`src/rtl/dsp_pkg.sv`:
```
package dsp_pkg;

  typedef enum logic [1:0] {
    FMT_D24S8  = 2'd0,
    FMT_D32FS8 = 2'd1,
    FMT_S8     = 2'd2,
    FMT_S8ALT  = 2'd3
  } dsp_fmt_e;

  typedef enum logic [1:0] {
    ST_IDLE,
    ST_TAKE,
    ST_XFER,
    ST_EMIT
  } dsp_state_e;

  // log2 of packed bytes per pixel
  function automatic logic [1:0] pix_shift(dsp_fmt_e f);
    case (f)
      FMT_D24S8:  return 2'd2;
      FMT_D32FS8: return 2'd3;
      default:    return 2'd0;
    endcase
  endfunction

  function automatic logic has_depth(dsp_fmt_e f);
    return (f == FMT_D24S8) || (f == FMT_D32FS8);
  endfunction

endpackage

```
`src/rtl/dsp_tile_addr.sv`:
```
module dsp_tile_addr #(
  parameter int ADDR_W = 32,
  parameter int X_W    = 10,
  parameter int Y_W    = 8,
  parameter int TPR_W  = 8,
  parameter int MAJOR  = 0   // 0: Y-major 4 KiB tile, 1: W-major 4 KiB tile
) (
  input  logic [X_W-1:0]    xb,
  input  logic [Y_W-1:0]    y,
  input  logic [TPR_W-1:0]  tpr,
  input  logic [ADDR_W-1:0] base,
  output logic [ADDR_W-1:0] addr
);

  localparam int TILE_SH = 12;

  logic [ADDR_W-1:0] tile;
  logic [11:0]       inner;

  generate
    if (MAJOR == 0) begin : g_ymaj
      // 128-byte wide, 32-row tile; 16-byte columns stacked down the tile
      assign tile  = ADDR_W'(y >> 5) * ADDR_W'(tpr) + ADDR_W'(xb >> 7);
      assign inner = {xb[6:4], y[4:0], xb[3:0]};
    end else begin : g_wmaj
      // 64x64 byte tile; 8x8 blocks column-major, then 4x4/2x2/1x1 row-major
      assign tile  = ADDR_W'(y >> 6) * ADDR_W'(tpr) + ADDR_W'(xb >> 6);
      assign inner = {xb[5:3], y[5:3], y[2], xb[2], y[1], xb[1], y[0], xb[0]};
    end
  endgenerate

  assign addr = base + ((tile << TILE_SH) | ADDR_W'(inner));

endmodule

```
`src/rtl/dsp_raster.sv`:
```
module dsp_raster #(
  parameter int DIM_W = 8,
  parameter int OFF_W = 32
) (
  input  logic             clk,
  input  logic             rst_n,
  input  logic             start,
  input  logic             step,
  input  logic [DIM_W-1:0] width,
  input  logic [DIM_W-1:0] height,
  input  logic [1:0]       shift,
  output logic [DIM_W-1:0] col,
  output logic [DIM_W-1:0] row,
  output logic [OFF_W-1:0] off,
  output logic             last
);

  localparam logic [DIM_W-1:0] ONE   = DIM_W'(1);
  localparam logic [OFF_W-1:0] ALIGN = OFF_W'(63);

  logic [DIM_W-1:0] col_q, col_d, row_q, row_d;
  logic [OFF_W-1:0] roff_q, roff_d;
  logic [OFF_W-1:0] row_bytes, stride;
  logic             row_end;

  assign row_bytes = OFF_W'(width) << shift;
  assign stride    = (row_bytes + ALIGN) & ~ALIGN;
  assign row_end   = (col_q == width - ONE);

  always_comb begin
    col_d  = col_q;
    row_d  = row_q;
    roff_d = roff_q;
    if (start) begin
      col_d  = '0;
      row_d  = '0;
      roff_d = '0;
    end else if (step) begin
      if (row_end) begin
        col_d  = '0;
        row_d  = row_q + ONE;
        roff_d = roff_q + stride;
      end else begin
        col_d  = col_q + ONE;
      end
    end
  end

  always_ff @(posedge clk or negedge rst_n) begin
    if (!rst_n) begin
      col_q  <= '0;
      row_q  <= '0;
      roff_q <= '0;
    end else if (start || step) begin
      col_q  <= col_d;
      row_q  <= row_d;
      roff_q <= roff_d;
    end
  end

  assign col  = col_q;
  assign row  = row_q;
  assign off  = roff_q + (OFF_W'(col_q) << shift);
  assign last = row_end && (row_q == height - ONE);

endmodule

```
`src/rtl/dsp_pack_engine.sv`:
```
module dsp_pack_engine
  import dsp_pkg::*;
#(
  parameter int ADDR_W = 32,
  parameter int DIM_W  = 8,
  parameter int TPR_W  = 8
) (
  input  logic              clk,
  input  logic              rst_n,
  input  logic              start,
  input  logic              cfg_wr,
  input  logic [1:0]        cfg_fmt,
  input  logic [DIM_W-1:0]  cfg_width,
  input  logic [DIM_W-1:0]  cfg_height,
  input  logic [ADDR_W-1:0] cfg_d_base,
  input  logic [TPR_W-1:0]  cfg_d_tpr,
  input  logic [ADDR_W-1:0] cfg_s_base,
  input  logic [TPR_W-1:0]  cfg_s_tpr,
  output logic              busy,
  output logic              done,
  output logic [ADDR_W-1:0] px_off,
  input  logic              in_valid,
  output logic              in_ready,
  input  logic [63:0]       in_data,
  output logic              out_valid,
  input  logic              out_ready,
  output logic [63:0]       out_data,
  output logic              dreq_valid,
  input  logic              dreq_ready,
  output logic              dreq_we,
  output logic [ADDR_W-1:0] dreq_addr,
  output logic [31:0]       dreq_wdata,
  output logic [3:0]        dreq_be,
  input  logic              drsp_valid,
  input  logic [31:0]       drsp_data,
  output logic              sreq_valid,
  input  logic              sreq_ready,
  output logic              sreq_we,
  output logic [ADDR_W-1:0] sreq_addr,
  output logic [7:0]        sreq_wdata,
  input  logic              srsp_valid,
  input  logic [7:0]        srsp_data
);

  localparam int XB_W = DIM_W + 2;   // depth x in bytes (4 bytes per pixel)

  dsp_state_e        state_q, state_d;
  dsp_fmt_e          fmt_q;
  logic              wr_q;
  logic [DIM_W-1:0]  w_q, h_q;
  logic [ADDR_W-1:0] dbase_q, sbase_q;
  logic [TPR_W-1:0]  dtpr_q, stpr_q;
  logic [63:0]       pix_q, pix_d;
  logic [31:0]       dd_q, dd_d;
  logic [7:0]        sd_q, sd_d;
  logic              d_sent_q, d_sent_d, s_sent_q, s_sent_d;
  logic              d_have_q, d_have_d, s_have_q, s_have_d;
  logic              done_q, done_d;

  logic              cfg_en, step, last, need_d, d_fin, s_fin;
  logic [DIM_W-1:0]  col, row;

  assign cfg_en = (state_q == ST_IDLE) && start;
  assign need_d = has_depth(fmt_q);
  assign d_fin  = !need_d || (wr_q ? d_sent_q : d_have_q);
  assign s_fin  = wr_q ? s_sent_q : s_have_q;

  dsp_raster #(.DIM_W(DIM_W), .OFF_W(ADDR_W)) u_raster (
    .clk    (clk),
    .rst_n  (rst_n),
    .start  (cfg_en),
    .step   (step),
    .width  (w_q),
    .height (h_q),
    .shift  (pix_shift(fmt_q)),
    .col    (col),
    .row    (row),
    .off    (px_off),
    .last   (last)
  );

  dsp_tile_addr #(.ADDR_W(ADDR_W), .X_W(XB_W), .Y_W(DIM_W), .TPR_W(TPR_W), .MAJOR(0)) u_daddr (
    .xb   ({col, 2'b00}),
    .y    (row),
    .tpr  (dtpr_q),
    .base (dbase_q),
    .addr (dreq_addr)
  );

  dsp_tile_addr #(.ADDR_W(ADDR_W), .X_W(DIM_W), .Y_W(DIM_W), .TPR_W(TPR_W), .MAJOR(1)) u_saddr (
    .xb   (col),
    .y    (row),
    .tpr  (stpr_q),
    .base (sbase_q),
    .addr (sreq_addr)
  );

  // next-state
  always_comb begin
    state_d  = state_q;
    pix_d    = pix_q;
    dd_d     = dd_q;
    sd_d     = sd_q;
    d_sent_d = d_sent_q;
    s_sent_d = s_sent_q;
    d_have_d = d_have_q;
    s_have_d = s_have_q;
    done_d   = 1'b0;
    step     = 1'b0;
    case (state_q)
      ST_IDLE: begin
        if (start) begin
          state_d  = cfg_wr ? ST_TAKE : ST_XFER;
          d_sent_d = 1'b0; s_sent_d = 1'b0;
          d_have_d = 1'b0; s_have_d = 1'b0;
        end
      end
      ST_TAKE: begin
        if (in_valid) begin
          pix_d    = in_data;
          state_d  = ST_XFER;
          d_sent_d = 1'b0; s_sent_d = 1'b0;
        end
      end
      ST_XFER: begin
        if (dreq_valid && dreq_ready) d_sent_d = 1'b1;
        if (sreq_valid && sreq_ready) s_sent_d = 1'b1;
        if (!wr_q && d_sent_q && !d_have_q && drsp_valid) begin
          d_have_d = 1'b1;
          dd_d     = drsp_data;
        end
        if (!wr_q && s_sent_q && !s_have_q && srsp_valid) begin
          s_have_d = 1'b1;
          sd_d     = srsp_data;
        end
        if (d_fin && s_fin) begin
          if (wr_q) begin
            step    = 1'b1;
            state_d = last ? ST_IDLE : ST_TAKE;
            done_d  = last;
          end else begin
            state_d = ST_EMIT;
          end
        end
      end
      ST_EMIT: begin
        if (out_ready) begin
          step     = 1'b1;
          state_d  = last ? ST_IDLE : ST_XFER;
          done_d   = last;
          d_sent_d = 1'b0; s_sent_d = 1'b0;
          d_have_d = 1'b0; s_have_d = 1'b0;
        end
      end
      default: state_d = ST_IDLE;
    endcase
  end

  // registers
  always_ff @(posedge clk or negedge rst_n) begin
    if (!rst_n) begin
      state_q  <= ST_IDLE;
      d_sent_q <= 1'b0;
      s_sent_q <= 1'b0;
      d_have_q <= 1'b0;
      s_have_q <= 1'b0;
      done_q   <= 1'b0;
      fmt_q    <= FMT_D24S8;
      wr_q     <= 1'b0;
      w_q      <= '0;
      h_q      <= '0;
      dbase_q  <= '0;
      sbase_q  <= '0;
      dtpr_q   <= '0;
      stpr_q   <= '0;
    end else begin
      state_q  <= state_d;
      d_sent_q <= d_sent_d;
      s_sent_q <= s_sent_d;
      d_have_q <= d_have_d;
      s_have_q <= s_have_d;
      done_q   <= done_d;
      if (cfg_en) begin
        fmt_q   <= dsp_fmt_e'(cfg_fmt);
        wr_q    <= cfg_wr;
        w_q     <= cfg_width;
        h_q     <= cfg_height;
        dbase_q <= cfg_d_base;
        sbase_q <= cfg_s_base;
        dtpr_q  <= cfg_d_tpr;
        stpr_q  <= cfg_s_tpr;
      end
    end
  end

  always_ff @(posedge clk) begin
    pix_q <= pix_d;
    dd_q  <= dd_d;
    sd_q  <= sd_d;
  end

  // outputs
  assign busy      = (state_q != ST_IDLE);
  assign done      = done_q;
  assign in_ready  = (state_q == ST_TAKE);
  assign out_valid = (state_q == ST_EMIT);

  always_comb begin
    case (fmt_q)
      FMT_D24S8:  out_data = {32'h0, sd_q, dd_q[23:0]};
      FMT_D32FS8: out_data = {24'h0, sd_q, dd_q};
      default:    out_data = {56'h0, sd_q};
    endcase
  end

  assign dreq_valid = (state_q == ST_XFER) && need_d && !d_sent_q;
  assign dreq_we    = wr_q;
  assign dreq_wdata = (fmt_q == FMT_D32FS8) ? pix_q[31:0] : {8'h00, pix_q[23:0]};
  assign dreq_be    = (fmt_q == FMT_D32FS8) ? 4'b1111 : 4'b0111;

  assign sreq_valid = (state_q == ST_XFER) && !s_sent_q;
  assign sreq_we    = wr_q;

  always_comb begin
    case (fmt_q)
      FMT_D24S8:  sreq_wdata = pix_q[31:24];
      FMT_D32FS8: sreq_wdata = pix_q[39:32];
      default:    sreq_wdata = pix_q[7:0];
    endcase
  end

endmodule

```
`config.mk`:
```
export PLATFORM = sky130hd
export DESIGN_NAME = dsp_pack_engine
export DESIGN_NICKNAME = d
export VERILOG_FILES = /design/src/rtl/dsp_pkg.sv /design/src/rtl/dsp_tile_addr.sv /design/src/rtl/dsp_raster.sv /design/src/rtl/dsp_pack_engine.sv
export SDC_FILE = /design/constraint.sdc
export NUM_CORES = 1
export LEC_CHECK = 0
export ABC_AREA = 1
export BUFFER_PORTS_ARGS = -buffer_cell sky130_fd_sc_hd__buf_2
export CAP_MARGIN = 20
export CORE_MARGIN = 2
export CORE_UTILIZATION = 50
export DETAILED_ROUTE_END_ITERATION = 7
export GPL_TIMING_DRIVEN = 0
export PLACE_DENSITY = 0.76
export SETUP_SLACK_MARGIN = 0.05
export SKIP_LAST_GASP = 1
export SLEW_MARGIN = 20
export SYNTH_ARGS = -nofsm -noshare
export SYNTH_HDL_FRONTEND = slang
export SYNTH_SLANG_ARGS = --single-unit
```
`constraint.sdc`:
```
create_clock -name clk -period 6.85 [get_ports clk]
set_input_delay 1.0275 -clock clk [delete_from_list [all_inputs] [get_ports clk]]
set_output_delay 1.0275 -clock clk [all_outputs]
set_load 0.005 [all_outputs]
```
==> results of run 1 <==
cells by family after synthesis:
| kind of cell | count (synthesis) | synth area share, % |
|---|---|---|
| AOI/OAI and AO/OA | 285 | 9.84 |
| and+or+nand+nor | 1029 | 26.6 |
| buffers and inverters | 366 | 10.2 |
| other | 2 | 0.0470 |
| DFF | 228 | 38.2 |
| adders and majority gates | 102 | 8.60 |
| xor gates and xnor gates | 120 | 6.58 |
metrics by stage:
| step | power, mW | cells |
|---|---|---|
| finish | 8.79 | 2991 |
| global route | 9.53 | 2991 |
| CTS | 8.77 | 2985 |
| detailed placement | 7.32 | 2938 |
| global placement | 7.20 | 2933 |
| floorplan | 5.41 | 2159 |
sequential cells by signal, summed over array words and instances (netlist names), 8 cells and up:
name	cells
dbase_q	32
dd_q	32
dtpr_q	8
h_q	8
pix_q	40
sbase_q	32
sd_q	8
stpr_q	8
u_raster.col	8
u_raster.roff_q	26
u_raster.row	8
w_q	8
layer usage:
layer | wire (um) | part of all wire (%)
met1 | 20100 | 40
met2 | 24400 | 49
met3 | 3370 | 6.8
met4 | 2010 | 4.0
met5 | 0 | 0
layout make-up:
cell class                 count  area [um2]
clock buffer                  35         726
sequential                   228        6110
buffer                       104         658
tap                          402         503
multi-input combinational   1565        8370
inverter                     260         978
clock inverter                14         121
antenna                        6        15.0
timing repair buffer         377        1940
fill                        2845       12100
worst max path at each step:
stage | startpoint | to | slack, ns | cells past startpoint
final | u_raster.row[5] | dreq_addr[31] | 0.48 | 27
after global routing | u_raster.row[5] | dreq_addr[31] | 0.08 | 27
after CTS | u_raster.row[5] | dreq_addr[31] | 0.18 | 27
after detailed placement | u_raster.row[6] | dreq_addr[31] | 0.43 | 28
after global placement | u_raster.row[6] | dreq_addr[31] | 0.62 | 28
after floorplan | u_raster.row[6] | dreq_addr[31] | 1.40 | 27
cells in the final DEF, fill, tap and decap left out, types with 4 or more instances in the layout:
cell	n
edfxtp_1	80
nor3_1	29
nand3_1	100
nor2_2	7
a21boi_0	5
ha_1	89
clkinv_2	6
nand4_1	36
xnor2_1	27
o21ai_0	127
a21o_1	9
xor2_1	93
clkbuf_16	27
diode_2	6
buf_6	7
o211ai_1	11
buf_2	377
o21ai_1	13
conb_1	29
fa_1	13
or2_2	4
nor2_4	4
nor4_1	6
o22ai_1	13
inv_2	8
clkbuf_1	40
dfrtp_1	147
nand2_2	4
clkinv_1	4
inv_1	251
nand2_1	651
o21bai_1	7
nor2_1	176
a21oi_1	86
buf_4	57
power by group:
group | internal [mW] | switching, mW
Clock | 0.817 | 0.588
Combinational | 1.93 | 3.12
Sequential | 1.87 | 0.469
Total | 4.61 | 4.18
what timing repair did:
action / CTS / global route
resized for setup: 1 / 14
endpoints found under the setup margin: 6 / 7
hold endpoints to repair: 0 / 0
gates cloned: 0 / 0
pin swaps: 0 / 0
worst reg2reg max path, delay by kind of cell, from the launching register on:
| family | cells | cell delay (ns) |
|---|---|---|
| compound gates | 6 | 1.22 |
| xor+xnor | 2 | 0.35 |
| fa+ha+maj | 1 | 0.34 |
| buf+inv | 5 | 0.77 |
| flops | 1 | 0.37 |
| simple gates | 5 | 0.56 |
==> results by group, run 1 <==
Setup path
  • Reg2Reg Depth: 19
  • Crit path largest cell delay: 0.49 ns
  • Critical Path AT: 5.34 ns
  • Critical Path Start Type: flop
  • Maximum fanout along the worst path: 10
  • Family with the most delay on the worst path: adder cells
  • Crit path kind: flop to primary output
  • WP data required: 5.82 ns
  • Reg2reg end: u_raster.roff_q[31]
  • WP buf/inv: 7
  • Slowest CP cell: fa_1
  • R2r startpoint: fmt_q[1]
  • R2r setup slk: 3.13 ns
  • Crit end category: primary output

Timing
  • Worst Slack Setup Final: 0.478 ns
  • Slew Limit Fails: 0
  • Tcrit/Tclk final: 93.0%
  • Worst Skew: 0.0131 ns
  • Slew margin rel.: 37.6%
  • Fmax: 157 MHz
  • Final setup viols: 0
  • Final-report hold violation count: 0
  • Unrepaired setup endpoints after global routing: no
  • Setup TNS: 0 ns
  • Tmin final: 6.37 ns
  • Worst hold slack: 0.447 ns
  • Worst-margin pin slew: 0.935 ns

Synth
  • Post-Syn Area: 16,000 um2
  • YS warnings: 0
  • Cell with the most instances after synthesis: nand2_1
  • Largest area contributor in the netlist: dfrtp_1
  • Post-synthesis async set-or-reset flop share: 64.9%
  • Yosys reg bits: 228
  • Prevailing post-synth register cell: dfrtp_1
  • Dominant cells by area after synthesis: dfrtp_1 (23%), nand2_1 (15%), edfxtp_1 (15%), ha_1 (7.0%), inv_1 (5.9%)
  • Post-synth top cells: nand2_1 (651), inv_1 (252), nor2_1 (177), dfrtp_1 (148), o21ai_0 (127)
  • Syn Inst Count: 2,132
  • Sequential fraction of the synthesis area: 38.2%
  • Yosys top cell area share: 23.2%
  • EDFF count, synth: 80
  • Post-Syn Area per Cell: 7.50 um2
  • Synth cell types: 52

Global route
  • Initial antenna violation count: 7
  • Met3 Use GR: 4.53%
  • Gr busiest metal: met2
  • Total GRT Usage: 29.7%
  • M1 GR Usage: 36.4%
  • Largest net degree at the start of global routing: 81
  • M2 GR Usage: 52.7%
  • Global-route wire length before repair: 78,900 um
  • Grt total ovfl: 0
  • Vias in the first global route: 15,400

Power
  • Worst VDD drop: 0.241 mV
  • LEAKAGE: 10.2 nW
  • Pwr/cell area: 453 nW/um2

Clocking
  • Clock sink count: 228
  • Total CTS buffers: 27
  • Clock Tree Root: clkbuf_16
  • CTS clock-pin slew for the worst setup and hold paths: 0.06 ns
  • CTS tree: done
  • Worst skew pair latency: 0.55 ns
  • H-tree depth: 1
  • CTS Buffer Depth: 3
  • Hold buffers post-CTS: 0
  • Setup Buffers After CTS: 0

Die
  • Die extent in x: 183 um
  • Area of the die: 33,400 um2
  • Row count: 65
  • Die height: 183 um
  • Initial core utilization: 50.7%
  • Core area: 31,600 um2
  • Ports: 424

Detailed routing
  • Number of routed nets with antenna violations: 0
  • DRC: 0
  • Drt wl/cell: 16.7 um
  • Via count: 15,600
  • Vias per cell: 5.23
  • DRT Wirelength: 49,900 um
  • Initial DRC count: 980
  • DR pass1 iterations: 6

Final layout
  • Fin area: 19,400 um2
  • Util after Layout: 61.5%
  • Area delta synth->final: 21.5%
  • Fin nets: 2,877
  • Layout cell share with drive strength beyond 1: 20.4%

Placement
  • PortBufs: 372
  • Gpl congestion: 0.961
  • Place WS: 0.433 ns
  • Placed cell areas: 18,500 um2
  • Detailed placer's ending HPWL: 39,300 um

Status
  • Status: finished clean

Flow run
  • Max-Cap Viols: 0

Worst hold path
  • Min-Delay Path Class: input pin to asynchronous set/reset pin
No activity file was read; power rests on OpenSTA's default activity.
==> run 2, diff against run 1 <==
--- a/config.mk
+++ b/config.mk
@@ -6,13 +6,12 @@
 export NUM_CORES = 1
 export LEC_CHECK = 0
 export ABC_AREA = 1
-export BUFFER_PORTS_ARGS = -buffer_cell sky130_fd_sc_hd__buf_2
 export CAP_MARGIN = 20
 export CORE_MARGIN = 2
 export CORE_UTILIZATION = 50
 export DETAILED_ROUTE_END_ITERATION = 7
+export DONT_BUFFER_PORTS = 1
 export GPL_TIMING_DRIVEN = 0
-export PLACE_DENSITY = 0.76
 export SETUP_SLACK_MARGIN = 0.05
 export SKIP_LAST_GASP = 1
 export SLEW_MARGIN = 20
==> results by group, run 2 (same netlist as run 1, synthesis figures left out) <==
Placement
  • PortBufs: 0
  • Placed cell areas: 16,600 um2
  • Gpl congestion: 0.931
  • Detailed placer's ending HPWL: 37,200 um

Global route
  • M1 GR Usage: 35.4%
  • Global-route wire length before repair: 74,400 um
  • Met3 Use GR: 5.72%
  • M2 GR Usage: 48.7%
  • Initial antenna violation count: 4
  • Vias in the first global route: 13,800
  • Total GRT Usage: 28.4%
  • Largest net degree at the start of global routing: 149
  • Gr busiest metal: met2
  • Grt total ovfl: 0

Final layout
  • Most frequent cells in the layout: nand2_1 (651), inv_1 (251), nor2_1 (177)
  • Layout cell share with drive strength beyond 1: 6.70%
  • Max reg flops: 40
  • Area delta synth->final: 9.37%
  • Fin nets: 2,504
  • Biggest register: pix_q
  • Fin area: 17,500 um2
  • Fillers: 3,051
  • Most common cell after layout, fill and taps aside: nand2_1

Detailed routing
  • Initial DRC count: 1,128
  • Via count: 14,100
  • Number of routed nets with antenna violations: 0
  • DR pass1 iterations: 6
  • Vias per cell: 5.39
  • Drt wl/cell: 18.1 um
  • DRC: 0
  • DRT Wirelength: 47,400 um

Power
  • Clock Power Share: 17.3%
  • Worst VDD drop: 0.229 mV
  • Combinational share of power: 53.8%
  • Seq pwr share: 28.9%
  • Sw frac: 49.1%
  • Internal power: 4.09 mW
  • LEAKAGE: 8.66 nW
  • Psw: 3.96 mW
  • Pwr/cell area: 461 nW/um2

Die
  • Ports: 424
  • Die height: 183 um
  • Area of the die: 33,400 um2
  • Core area: 31,600 um2
  • Initial core utilization: 50.7%
  • Row count: 65
  • Die extent in x: 183 um

Setup path
  • Critical Path AT: 5.33 ns
  • Crit path kind: flop to primary output
  • Crit end category: primary output
  • Maximum fanout along the worst path: 10
  • Critical Path Start Type: flop
  • CP startpoint: u_raster.row[5]
  • R2r startpoint: fmt_q[1]
  • WP data required: 5.82 ns

Clocking
  • Total CTS buffers: 27
  • Clock Tree Root: clkbuf_16
  • Worst skew pair latency: 0.57 ns
  • CTS tree: done
  • Clock sink count: 228
  • Hold buffers post-CTS: 0
  • Setup Buffers After CTS: 0
  • CTS Buffer Depth: 3
  • H-tree depth: 1
  • CTS clock-pin slew for the worst setup and hold paths: 0.06 ns

Timing
  • Setup TNS: 0 ns
  • Tcrit/Tclk final: 92.8%
  • Slew Limit Fails: 0
  • Tmin final: 6.35 ns
  • Worst-margin pin slew: 0.881 ns
  • Final-report hold violation count: 0
  • Unrepaired setup endpoints after global routing: no
  • Final setup viols: 0
  • Worst Skew: 0.0182 ns
  • Fmax: 157 MHz
  • Slew margin rel.: 41.3%

Status
  • Status: finished clean

Flow run
  • Max-Cap Viols: 0

Worst hold path
  • Min-Delay Path Class: input pin to asynchronous set/reset pin
run 2: changes by cell type in the layout (fill, tap and decap cells not counted), moves of 2 or more:
| cell | change |
|---|---|
| clkbuf_1 | +3 |
| buf_2 | -371 |
| clkinv_2 | -3 |
| clkbuf_4 | +2 |
| diode_2 | -3 |
run 2: area by class of cell:
type	count	area, um2	share of cell area, %
Antenna cell	3	7.51	0.0429
Buffer	104	651	3.72
Clock buffer	39	751	4.29
Clock inverter	9	85.1	0.487
Inverter	260	978	5.60
Multi-Input combinational cell	1565	8370	47.9
Sequential cell	228	6110	34.9
Tap cell	402	503	2.88
Timing Repair Buffer	4	33.8	0.193
run 2: worst paths after layout:
| kind | end | slack (ns) | depth (start not counted) |
|---|---|---|---|
| min reg2reg | sbase_q[5] | 0.49 | 2 |
| min | dbase_q[30] | 0.16 | 0 |
| max in group asynchronous | dbase_q[29] | 6.38 | 0 |
| max reg2reg | u_raster.roff_q[31] | 3.09 | 19 |
| max | dreq_addr[29] | 0.50 | 24 |
| min in group clk | sbase_q[5] | 0.49 | 2 |
run 2: timing repair:
action	CTS	global route
setup endpoints to repair	4	8
cloned	0	0
resized for setup	1	8
pin swaps	0	0
run 2: metal layers:
metal	share of wire (%)	up-vias
met5	0.030	-
met4	4.1	2
met3	6.6	102
met2	48	474
met1	41	6609
li1	-	6915
run 2: worst max-delay path: stages (launching register included):
cell,delay (ns)
dfrtp_1,0.48
clkbuf_4,0.28
nand2_1,0.09
fa_1,0.49
inv_1,0.05
ha_1,0.21
fa_1,0.40
xor2_1,0.21
inv_1,0.08
nor2_1,0.11
inv_1,0.06
nor2_1,0.16
nand2_1,0.07
nor2_1,0.22
xor2_1,0.17
inv_1,0.06
ha_1,0.33
nand2_1,0.10
nor2_1,0.16
nor2b_1,0.21
nand4_1,0.11
nand3_1,0.19
a21o_1,0.20
nand2_1,0.10
xor2_1,0.22
run 2: per-stage QoR:
step                power (mW)  std cells  setup slack (ns)  hold WS, ns  utilization [%]
floorplan                 5.41       2159              1.40        0.450                -
global placement          6.59       2561             0.555        0.464             52.6
detailed placement        6.65       2565             0.483        0.472             52.7
CTS                       8.08       2612            0.0536        0.136             55.3
global route              8.76       2614            0.0801        0.130             55.4
finish                    8.05       2614             0.496        0.156             55.4
run 2: power by group through the flow:
stage,logic [mW],registers (mW),clock network [mW]
6_report,4.33,2.33,1.39
5_1_grt,4.90,2.38,1.47
4_1_cts,4.34,2.32,1.42
3_5_place_dp,4.32,2.33,0
3_3_place_gp,4.26,2.33,0
2_1_floorplan,3.24,2.17,0
